===== config.mk =====
export PLATFORM = sky130hd
export DESIGN_NAME = step_atten_ctrl
export DESIGN_NICKNAME = d
export VERILOG_FILES = /design/src/rtl/step_atten_pkg.sv /design/src/rtl/sync_bits.sv /design/src/rtl/shift_sipo.sv /design/src/rtl/latch_fsm.sv /design/src/rtl/rate_gate.sv /design/src/rtl/step_atten_ctrl.sv
export SDC_FILE = /design/constraint.sdc
export NUM_CORES = 1
export LEC_CHECK = 0
export BUFFER_PORTS_ARGS = -buffer_cell sky130_fd_sc_hd__buf_2
export CAP_MARGIN = 5
export CORE_MARGIN = 5
export CORE_UTILIZATION = 50
export CTS_CLUSTER_DIAMETER = 80
export DETAILED_ROUTE_END_ITERATION = 16
export GPL_TIMING_DRIVEN = 0
export MAX_ROUTING_LAYER = met4
export PLACE_DENSITY_LB_ADDON = 0.05
export SYNTH_ARGS = -nofsm -noshare
export SYNTH_HDL_FRONTEND = slang
export SYNTH_HIERARCHICAL = 1
export SYNTH_SLANG_ARGS = --single-unit

===== constraint.sdc =====
create_clock -name clk -period 5.6 [get_ports clk]
set_input_delay 1.12 -clock clk [delete_from_list [all_inputs] [get_ports clk]]
set_output_delay 1.12 -clock clk [all_outputs]
set_load 0.05 [all_outputs]

===== src/rtl/step_atten_pkg.sv =====
package step_atten_pkg;
    typedef enum logic [1:0] {
        L_BOOT = 2'd0,
        L_OPEN = 2'd1,
        L_SHUT = 2'd2
    } latch_st_t;

    typedef enum logic {
        G_FREE = 1'b0,
        G_HOLD = 1'b1
    } gate_st_t;
endpackage


===== src/rtl/sync_bits.sv =====
module sync_bits #(
    parameter int WIDTH  = 1,
    parameter int STAGES = 2
) (
    input  logic             clk,
    input  logic [WIDTH-1:0] d,
    output logic [WIDTH-1:0] q
);
    logic [WIDTH-1:0] stg [STAGES];

    always_ff @(posedge clk) begin
        stg[0] <= d;
    end

    for (genvar i = 1; i < STAGES; i++) begin : g_stage
        always_ff @(posedge clk) begin
            stg[i] <= stg[i-1];
        end
    end

    assign q = stg[STAGES-1];
endmodule


===== src/rtl/shift_sipo.sv =====
module shift_sipo #(
    parameter int WORD_W = 6
) (
    input  logic              clk,
    input  logic              rst,
    input  logic              en,
    input  logic              sclk_s,
    input  logic              sdat_s,
    output logic [WORD_W-1:0] sr_q
);
    logic sclk_d;
    logic rise;

    assign rise = en && sclk_s && !sclk_d;

    always_ff @(posedge clk) begin
        if (rst) begin
            sclk_d <= sclk_s;
            sr_q   <= '0;
        end else begin
            sclk_d <= sclk_s;
            if (rise) begin
                sr_q <= {sr_q[WORD_W-2:0], sdat_s};
            end
        end
    end

    // each detected edge moves the word up by one and appends the data bit
    assert_msb_first_R4: assert property (@(posedge clk) disable iff (rst)
        rise |=> (sr_q == {$past(sr_q[WORD_W-2:0]), $past(sdat_s)}));

    // without a detected edge the register keeps its contents
    assert_no_edge_idle_R4: assert property (@(posedge clk) disable iff (rst)
        !rise |=> $stable(sr_q));
endmodule


===== src/rtl/latch_fsm.sv =====
module latch_fsm
    import step_atten_pkg::*;
#(
    parameter int WORD_W     = 6,
    parameter int BOOT_WAIT  = 2
) (
    input  logic              clk,
    input  logic              rst,
    input  logic              mode_s,
    input  logic              le_s,
    input  logic [WORD_W-1:0] par_s,
    input  logic [WORD_W-1:0] sr,
    input  logic [1:0]        preset_s,
    output logic [WORD_W-1:0] word_q,
    output logic              ready
);
    localparam int BCW = (BOOT_WAIT > 1) ? $clog2(BOOT_WAIT) : 1;
    localparam logic [BCW-1:0] BOOT_LAST = BCW'(BOOT_WAIT - 1);

    latch_st_t         st_q, st_d;
    logic [BCW-1:0]    bcnt_q, bcnt_d;
    logic [WORD_W-1:0] word_d;
    logic [WORD_W-1:0] src;

    function automatic logic [WORD_W-1:0] preset_word(input logic [1:0] sel);
        logic [WORD_W-1:0] w;
        w = '0;
        unique case (sel)
            2'b00: w = '0;
            2'b10: w[WORD_W-2] = 1'b1;
            2'b01: w[WORD_W-1] = 1'b1;
            2'b11: begin
                w    = '1;
                w[0] = 1'b0;
            end
            default: w = '0;
        endcase
        return w;
    endfunction

    assign src   = mode_s ? sr : par_s;
    assign ready = (st_q != L_BOOT);

    always_ff @(posedge clk) begin
        if (rst) begin
            st_q   <= L_BOOT;
            bcnt_q <= '0;
        end else begin
            st_q   <= st_d;
            bcnt_q <= bcnt_d;
        end
    end

    always_ff @(posedge clk) begin
        if (rst) begin
            word_q <= '0;
        end else begin
            word_q <= word_d;
        end
    end

    always_comb begin
        st_d   = st_q;
        bcnt_d = bcnt_q;
        word_d = word_q;
        unique case (st_q)
            L_BOOT: begin
                if (bcnt_q == BOOT_LAST) begin
                    if (mode_s || le_s) begin
                        word_d = par_s;
                    end else begin
                        word_d = preset_word(preset_s);
                    end
                    st_d = le_s ? L_OPEN : L_SHUT;
                end else begin
                    bcnt_d = bcnt_q + 1'b1;
                end
            end
            L_OPEN: begin
                if (le_s) begin
                    word_d = src;
                end else begin
                    st_d = L_SHUT;
                end
            end
            L_SHUT: begin
                if (le_s) begin
                    word_d = src;
                    st_d   = L_OPEN;
                end
            end
            default: st_d = L_BOOT;
        endcase
    end

    // a shut latch keeps its word
    assert_shut_holds_R3: assert property (@(posedge clk) disable iff (rst)
        (st_q != L_BOOT && !le_s) |=> $stable(word_q));

    // an open latch passes the selected source one cycle later
    assert_open_tracks_R5: assert property (@(posedge clk) disable iff (rst)
        (st_q != L_BOOT && le_s) |=> (word_q == $past(src)));

    // leaving boot in parallel mode with the latch shut loads a preset
    assert_boot_preset_R7: assert property (@(posedge clk) disable iff (rst)
        (st_q == L_BOOT && bcnt_q == BOOT_LAST && !mode_s && !le_s)
        |=> (word_q == preset_word($past(preset_s))));
endmodule


===== src/rtl/rate_gate.sv =====
module rate_gate
    import step_atten_pkg::*;
#(
    parameter int WORD_W      = 6,
    parameter int HOLD_CYCLES = 8000
) (
    input  logic              clk,
    input  logic              rst,
    input  logic              ready,
    input  logic              slow,
    input  logic [WORD_W-1:0] req,
    output logic [WORD_W-1:0] out_q
);
    localparam int CW = $clog2(HOLD_CYCLES + 1);
    localparam logic [CW-1:0] RELOAD = CW'(HOLD_CYCLES - 1);

    gate_st_t          st_q, st_d;
    logic [CW-1:0]     cnt_q, cnt_d;
    logic [WORD_W-1:0] out_d;
    logic              rdy_q;

    always_ff @(posedge clk) begin
        if (rst) begin
            st_q  <= G_FREE;
            cnt_q <= '0;
            rdy_q <= 1'b0;
        end else begin
            st_q  <= st_d;
            cnt_q <= cnt_d;
            rdy_q <= ready;
        end
    end

    always_ff @(posedge clk) begin
        if (rst) begin
            out_q <= '0;
        end else begin
            out_q <= out_d;
        end
    end

    always_comb begin
        st_d  = st_q;
        cnt_d = cnt_q;
        out_d = out_q;
        if (!rdy_q || !slow) begin
            st_d  = G_FREE;
            cnt_d = '0;
            out_d = req;
        end else begin
            unique case (st_q)
                G_FREE: begin
                    if (req != out_q) begin
                        out_d = req;
                        cnt_d = RELOAD;
                        st_d  = G_HOLD;
                    end
                end
                G_HOLD: begin
                    if (cnt_q == '0) begin
                        st_d = G_FREE;
                    end else begin
                        cnt_d = cnt_q - 1'b1;
                    end
                end
                default: st_d = G_FREE;
            endcase
        end
    end

    // no output change while holding off in slow mode
    assert_hold_window_R9: assert property (@(posedge clk) disable iff (rst)
        (st_q == G_HOLD && slow && rdy_q) |=> $stable(out_q));

    // in fast mode the output copies the request on the next edge
    assert_free_follow_R10: assert property (@(posedge clk) disable iff (rst)
        (!slow && rdy_q) |=> (out_q == $past(req)));

    // a change out of the free state always opens a hold-off window
    assert_window_opens_R9: assert property (@(posedge clk) disable iff (rst)
        (st_q == G_FREE && slow && rdy_q && req != out_q) |=> (st_q == G_HOLD));
endmodule


===== src/rtl/step_atten_ctrl.sv =====
module step_atten_ctrl #(
    parameter int WORD_W      = 6,
    parameter int SYNC_STAGES = 2,
    parameter int HOLD_CYCLES = 8000
) (
    input  logic              clk,
    input  logic              rst,
    input  logic              ser_mode,
    input  logic [WORD_W-1:0] par_word,
    input  logic              ser_clk,
    input  logic              ser_dat,
    input  logic              latch_en,
    input  logic [1:0]        preset_sel,
    input  logic              slow_mode,
    output logic [WORD_W-1:0] atten_word
);
    localparam int SW = WORD_W + 6;

    logic [SW-1:0]     pins_s;
    logic              mode_s, le_s, sclk_s, sdat_s;
    logic [1:0]        preset_s;
    logic [WORD_W-1:0] par_s;
    logic [WORD_W-1:0] sr;
    logic [WORD_W-1:0] word_q;
    logic              ready;

    sync_bits #(
        .WIDTH  (SW),
        .STAGES (SYNC_STAGES)
    ) u_sync (
        .clk (clk),
        .d   ({ser_mode, latch_en, ser_clk, ser_dat, preset_sel, par_word}),
        .q   (pins_s)
    );

    assign {mode_s, le_s, sclk_s, sdat_s, preset_s, par_s} = pins_s;

    shift_sipo #(
        .WORD_W (WORD_W)
    ) u_shift (
        .clk    (clk),
        .rst    (rst),
        .en     (mode_s),
        .sclk_s (sclk_s),
        .sdat_s (sdat_s),
        .sr_q   (sr)
    );

    latch_fsm #(
        .WORD_W    (WORD_W),
        .BOOT_WAIT (SYNC_STAGES)
    ) u_latch (
        .clk      (clk),
        .rst      (rst),
        .mode_s   (mode_s),
        .le_s     (le_s),
        .par_s    (par_s),
        .sr       (sr),
        .preset_s (preset_s),
        .word_q   (word_q),
        .ready    (ready)
    );

    rate_gate #(
        .WORD_W      (WORD_W),
        .HOLD_CYCLES (HOLD_CYCLES)
    ) u_gate (
        .clk   (clk),
        .rst   (rst),
        .ready (ready),
        .slow  (slow_mode),
        .req   (word_q),
        .out_q (atten_word)
    );

    // the output word is zero while reset is held
    assert_reset_zero_R1: assert property (@(posedge clk)
        $past(rst) |-> (atten_word == '0));
endmodule


Yosys cells after proc, flatten, opt, wreduce, memory -nomap -nowiden
Memory sizes are Yosys's and may differ from the RTL's.
Cells that the tools add are included.
Operators by class
  multiplexer cells: 23
  $add $sub $neg: 2
  reduce and logical (&&, ||, !) cells: 20
  $lt $le $gt $ge: 0
  multipliers: 0
  divide/modulo/power cells: 0
  shift-type cells: 0
  eq/ne operators: 13
  bitwise logic cells: 1
Operators with widths (count)
  6-bit 2-to-1 mux: 7
  13-bit 2-to-1 mux: 2
  13-bit case mux with 2 select lines: 1
  13-bit logical NOT: 1
  13-bit by 1-bit subtractor with 13-bit output, second input constant: 1
  6-bit case mux with 2 select lines: 1
  2-bit 2-to-1 mux: 4
  2-bit inequality test, second input constant: 4
  2-bit OR reduction: 4
  2-bit == test, second input constant: 3
  2-bit by 1-bit inequality test with 1-bit output, second input constant: 3
  6-bit inequality test: 1
  2-bit case mux with 3 select lines: 1
  3-bit AND reduction: 2
  2-bit nonzero test: 3
  1-bit 2-to-1 mux: 5
  2-bit by 1-bit == test with 1-bit output, second input constant: 2
  4-bit 2-to-1 mux: 1
  2-bit AND reduction: 2
  1-bit logical NOT: 3
  1-bit logical AND: 2
  2-bit logical NOT: 1
  1-bit logical OR: 2
  1-bit case mux with 2 select lines: 1
  2 further kinds: 2
Word-level totals
  ROM bits: 0
  logic and storage cells: 69
  bits in registers: 37
  RAM bits: 24
  bits in latches: 0
  input bits: 15
  memories kept: 1
  output and inout port bits: 6
Memory list
  u_sync.stg: depth 2, width 12, rd ports 2, clocked after memory_dff 0, wr ports 2, line sync_bits.sv:9  | logic [WIDTH-1:0] stg [STAGES];

Depth between registers and ports, before layout
  depth after elaboration: 6
  gate-level depth with buffers: 7
  gate-level depth less buffers: 7

Hierarchy
Netlist, hierarchy kept.
Modules (own cells, without submodules)
  rate_gate: sequential area each 420.4 um^2, area each 1088.5 um^2, times used 1, cells each 118
  latch_fsm: sequential area each 180.2 um^2, area each 669.4 um^2, times used 1, cells each 77
  sync_bits: sequential area each 480.5 um^2, area each 570.5 um^2, times used 1, cells each 36
  shift_sipo: sequential area each 140.1 um^2, area each 271.5 um^2, times used 1, cells each 23

Worst setup path after synthesis
No wires, ideal clock.
  path type: register to register
  from: register u_gate.out_q[5]
  to: register u_gate.cnt_q[2]
  required time: 5.472 ns
  path slack: 3.661 ns
  stages on the path, launching flop included: 7
  arrival time: 1.811 ns
  clock period less this slack: 1.939 ns
  library setup time: 0.128 ns
  path buffers: 1
  path through: dfxtp_1 > xor2_1 > nor4_1 > a21o_1 > clkbuf_1 > o21a_1 > nor2_1
Between the ends
  word-level cells in the longest chain between the ends: 3
Ends and longest elaborated chain
  start, declared: line rate_gate.sv:12  | output logic [WORD_W-1:0] out_q
  start signal, assigned: line rate_gate.sv:38  | out_q <= out_d;
  6-bit inequality test: line rate_gate.sv:53  | if (req != out_q) begin
  2-bit by 1-bit inequality test with 1-bit output (no source line)
  2-bit AND reduction (no source line)
  end signal, assigned: line rate_gate.sv:29  | cnt_q <= cnt_d;
  end, declared: line rate_gate.sv:18  | logic [CW-1:0] cnt_q, cnt_d;
No other way between the ends.
A chain may end at the register's enable or synchronous reset.

Final worst setup path
  from: register u_gate.out_q[4]
  to: output atten_word[4]
RTL lines
  end, declared: line step_atten_ctrl.sv:15  | output logic [WORD_W-1:0] atten_word
No word-level cell between the ends.

==> results.py <==
metrics = {
    "placement": {
        "hpwl_um": 3250,
        "io_buffer_count": 20,
        "gp_congestion": 0.813,
    },
    "synth": {
        "synthesis.area_um2": 2600,
        "synthArstFlopShare_pct": 0,
        "yosysWarningCount": 6,
        "ys_seq_area_share_pct": 47.0,
        "synth_cell_type_count": 50,
        "synth_edf_count": 0,
        "synth_seq_cells": 61,
        "synth_top_flop_cell": "dfxtp_1",
        "synthCells": 254,
        "synth.largest_area_cell": "dfxtp_1",
        "syn_nets": 274,
        "netlist.area_leader.share_pct": 47.0,
        "synth_area_per_cell_um2": 10.2,
        "synth_area_leaders": "dfxtp_1, mux2i_1, nand2b_1",
        "yosysMostFrequentCell": "dfxtp_1",
        "synthTopCellsByCount": "dfxtp_1, nand2b_1, mux2i_1, buf_4",
    },
    "global_routing": {
        "gr-usage-all-layers_pct": 16.0,
        "overflow": 0,
        "grt_pass1_vias": 1700,
        "grt_max_degree": 17,
        "grt_pass1_wl_um": 7800,
        "antenna_found_initial": 0,
    },
    "critical_path": {
        "cp_num_buf_inv": 1,
        "worst_r2r_startpoint": "u_gate/out_q[5]",
        "start_kind": "register",
        "cp-end-kind": "output pin",
        "crit_arrival_ns": 0.98,
        "cp_max_fo": 3,
        "r2r_cells": 6,
        "rrSetupSlack_ns": 3.61,
        "cp.required_ns": 4.48,
        "crit_type": "register to output pin",
        "r2r_end": "u_gate/cnt_q[2]",
        "crit_chain": "buf_2",
        "cp_top_family": "flip-flops",
        "cp_slowest_stage_delay_ns": 0.37,
        "slowest_stage": "dfxtp_1",
    },
    "sta": {
        "fin_skew_ns": 0.00550,
        "whs_ns": 0.325,
        "fmax_ghz": 0.476,
        "post-route-min-period_ns": 2.10,
        "relSlewSlack_pct": 41.3,
        "post-route-period-util_pct": 37.5,
        "worst_slew_pin_slew_ns": 0.872,
        "setup_viol": 0,
        "drv_slew": 0,
        "finalHoldViolCount": 0,
        "fin_setup_tns_ns": 0,
        "rsz0062_at_grt": "no",
    },
    "layout": {
        "multi_input_area_um2": 1210,
        "final_util_pct": 59.4,
        "final_nets": 305,
        "seq_area_um2": 1220,
        "final.fill_count": 475,
        "num_antenna_cells": 0,
        "syn2layout_area_growth_pct": 15.9,
        "drive_gt1_share_pct": 20.7,
    },
    "pwr": {
        "seqPwrFrac_pct": 34.8,
        "swShare_pct": 36.0,
        "vdd_drop_max_mv": 0.224,
        "power.net_switching_mw": 0.576,
        "clockPowerShare_pct": 27.2,
        "combPwrFrac_pct": 38.0,
        "internal_power_mw": 1.02,
        "powerDensity_nw_per_um2": 531,
        "p_total_mw": 1.60,
        "p_leak_nw": 1.26,
    },
    "min_path": {
        "min_path_cells": 0,
        "min-delay-start": "u_sync/stg[0][5]",
        "hp-class": "register to register",
        "min_delay_worst_endpoint": "u_sync/stg[0][17]",
    },
    "floorplanning": {
        "io_pins": 21,
        "die_area_um2": 6740,
        "start_util_pct": 51.2,
        "num_rows": 26,
        "dieWidth_um": 82.1,
        "fp.dieH_um": 82.1,
        "core_area_um2": 5070,
    },
    "clock_network": {
        "numCtsBuffers": 9,
        "root_buffer": "clkbuf_8",
        "cts_resized": 0,
        "cts_tree": "done",
        "clk_latency_ns": 0.33,
        "h-tree-depth": 3,
        "clock_path_buffers": 2,
        "cts.sinks": 61,
        "cts_setup_buffers": 0,
        "cts.clk_slew.worst_paths_ns": 0.07,
        "cts_hold_buf": 0,
    },
    "route": {
        "wl_um": 4570,
        "vias": 1825,
        "drt-pass1-iter-count": 4,
        "via_per_inst": 5.07,
        "ant_nets": 0,
        "remaining_drc_errors": 0,
        "drtIter0Drc": 132,
        "wire_per_inst_um": 12.7,
    },
    "status": {
        "status": "complete, no violations",
    },
    "job": {
        "cap_violations": 0,
    },
}
[per-stage QoR]
step / cell area (um^2) / cells / worst slack (ns)
detailed placement: 2790 / 344 / 3.29
finish: 3010 / 360 / 3.50
floorplan: 2600 / 254 / 3.66
global placement: 2790 / 344 / 3.32
CTS: 3010 / 360 / 3.48
global route: 3010 / 360 / 3.40
[layout make-up]
| type | instances | area share [%] |
|---|---|---|
| sequential | 61 | 40.5 |
| buffer | 22 | 4.65 |
| multi-input combinational | 163 | 40.1 |
| clock inverter | 4 | 2.33 |
| tap | 70 | 2.91 |
| clock buffer | 12 | 5.15 |
| inverter | 8 | 0.997 |
| timing repair buffer | 20 | 3.32 |
[worst register-to-register path, delay by kind of cell, from the launching register on]
family	cells	cell delay (ns)
compound gates	2	0.42
simple gates	2	0.58
buf+inv	1	0.37
xor+xnor	1	0.16
flops	1	0.33
[cell usage in the layout, fill, tap and decap left out, drive strengths merged, types with 5 or more instances in the layout]
cell    count
nor2b       5
clkbuf     17
buf        37
xnor2       5
mux2i      16
nor2       11
nand2b     24
inv         8
ha          5
a21oi      11
dfxtp      61
xor2        8
nor4        5
[power by group through the flow]
stage / Sequential (mW) / Combinational, mW / Clock [mW]
4_1_cts: 0.557 / 0.611 / 0.447
6_report: 0.556 / 0.608 / 0.435
5_1_grt: 0.567 / 0.679 / 0.467
3_5_place_dp: 0.566 / 0.605 / 0
3_3_place_gp: 0.565 / 0.602 / 0
2_1_floorplan: 0.591 / 0.455 / 0
[routing by layer]
metal  up-vias  track usage (%)  part of all wire, %  wire length, um
met1       821             21.1                   51             2330
li1        963                -                    -                -
met4         0             6.98                 0.92               42
met5         -                -                    0                0
met2        36             22.4                   43             1940
met3         5             5.21                  5.6              256
[worst max-delay path by stage]
stage | from | end | slack (ns) | cells after the start
after floorplan | u_gate/out_q[5] | u_gate/cnt_q[2] | 3.66 | 6
after global placement | rst | u_latch/word_q[1] | 3.32 | 5
after detailed placement | rst | u_latch/word_q[1] | 3.29 | 5
after CTS | u_gate/out_q[4] | atten_word[4] | 3.48 | 1
after global routing | u_gate/out_q[5] | u_gate/cnt_q[2] | 3.40 | 6
final | u_gate/out_q[4] | atten_word[4] | 3.50 | 1
[logic make-up (layout without fill, tap and decap cells)]
logic type,count (synthesis),in the layout,synth area share [%]
AOI/OAI and AO/OA,44,44,12.4
buffers and inverters,30,66,6.55
muxes,20,20,7.89
DFF,61,61,47.0
adders and majority gates,5,5,2.41
xor gates and xnor gates,13,13,4.38
and+or+nand+nor,81,81,19.4
[registers in the layout, indices dropped and copies added (netlist names)]
register	count
u_gate/out_q	6
u_gate/rdy_q	1
u_gate/cnt_q	13
u_latch/st_q	2
u_sync/stg	24
u_latch/word_q	6
u_shift/sclk_d	1
u_gate/st_q	1
u_latch/bcnt_q	1
u_shift/sr_q	6
(Power assumes the default switching activity.)
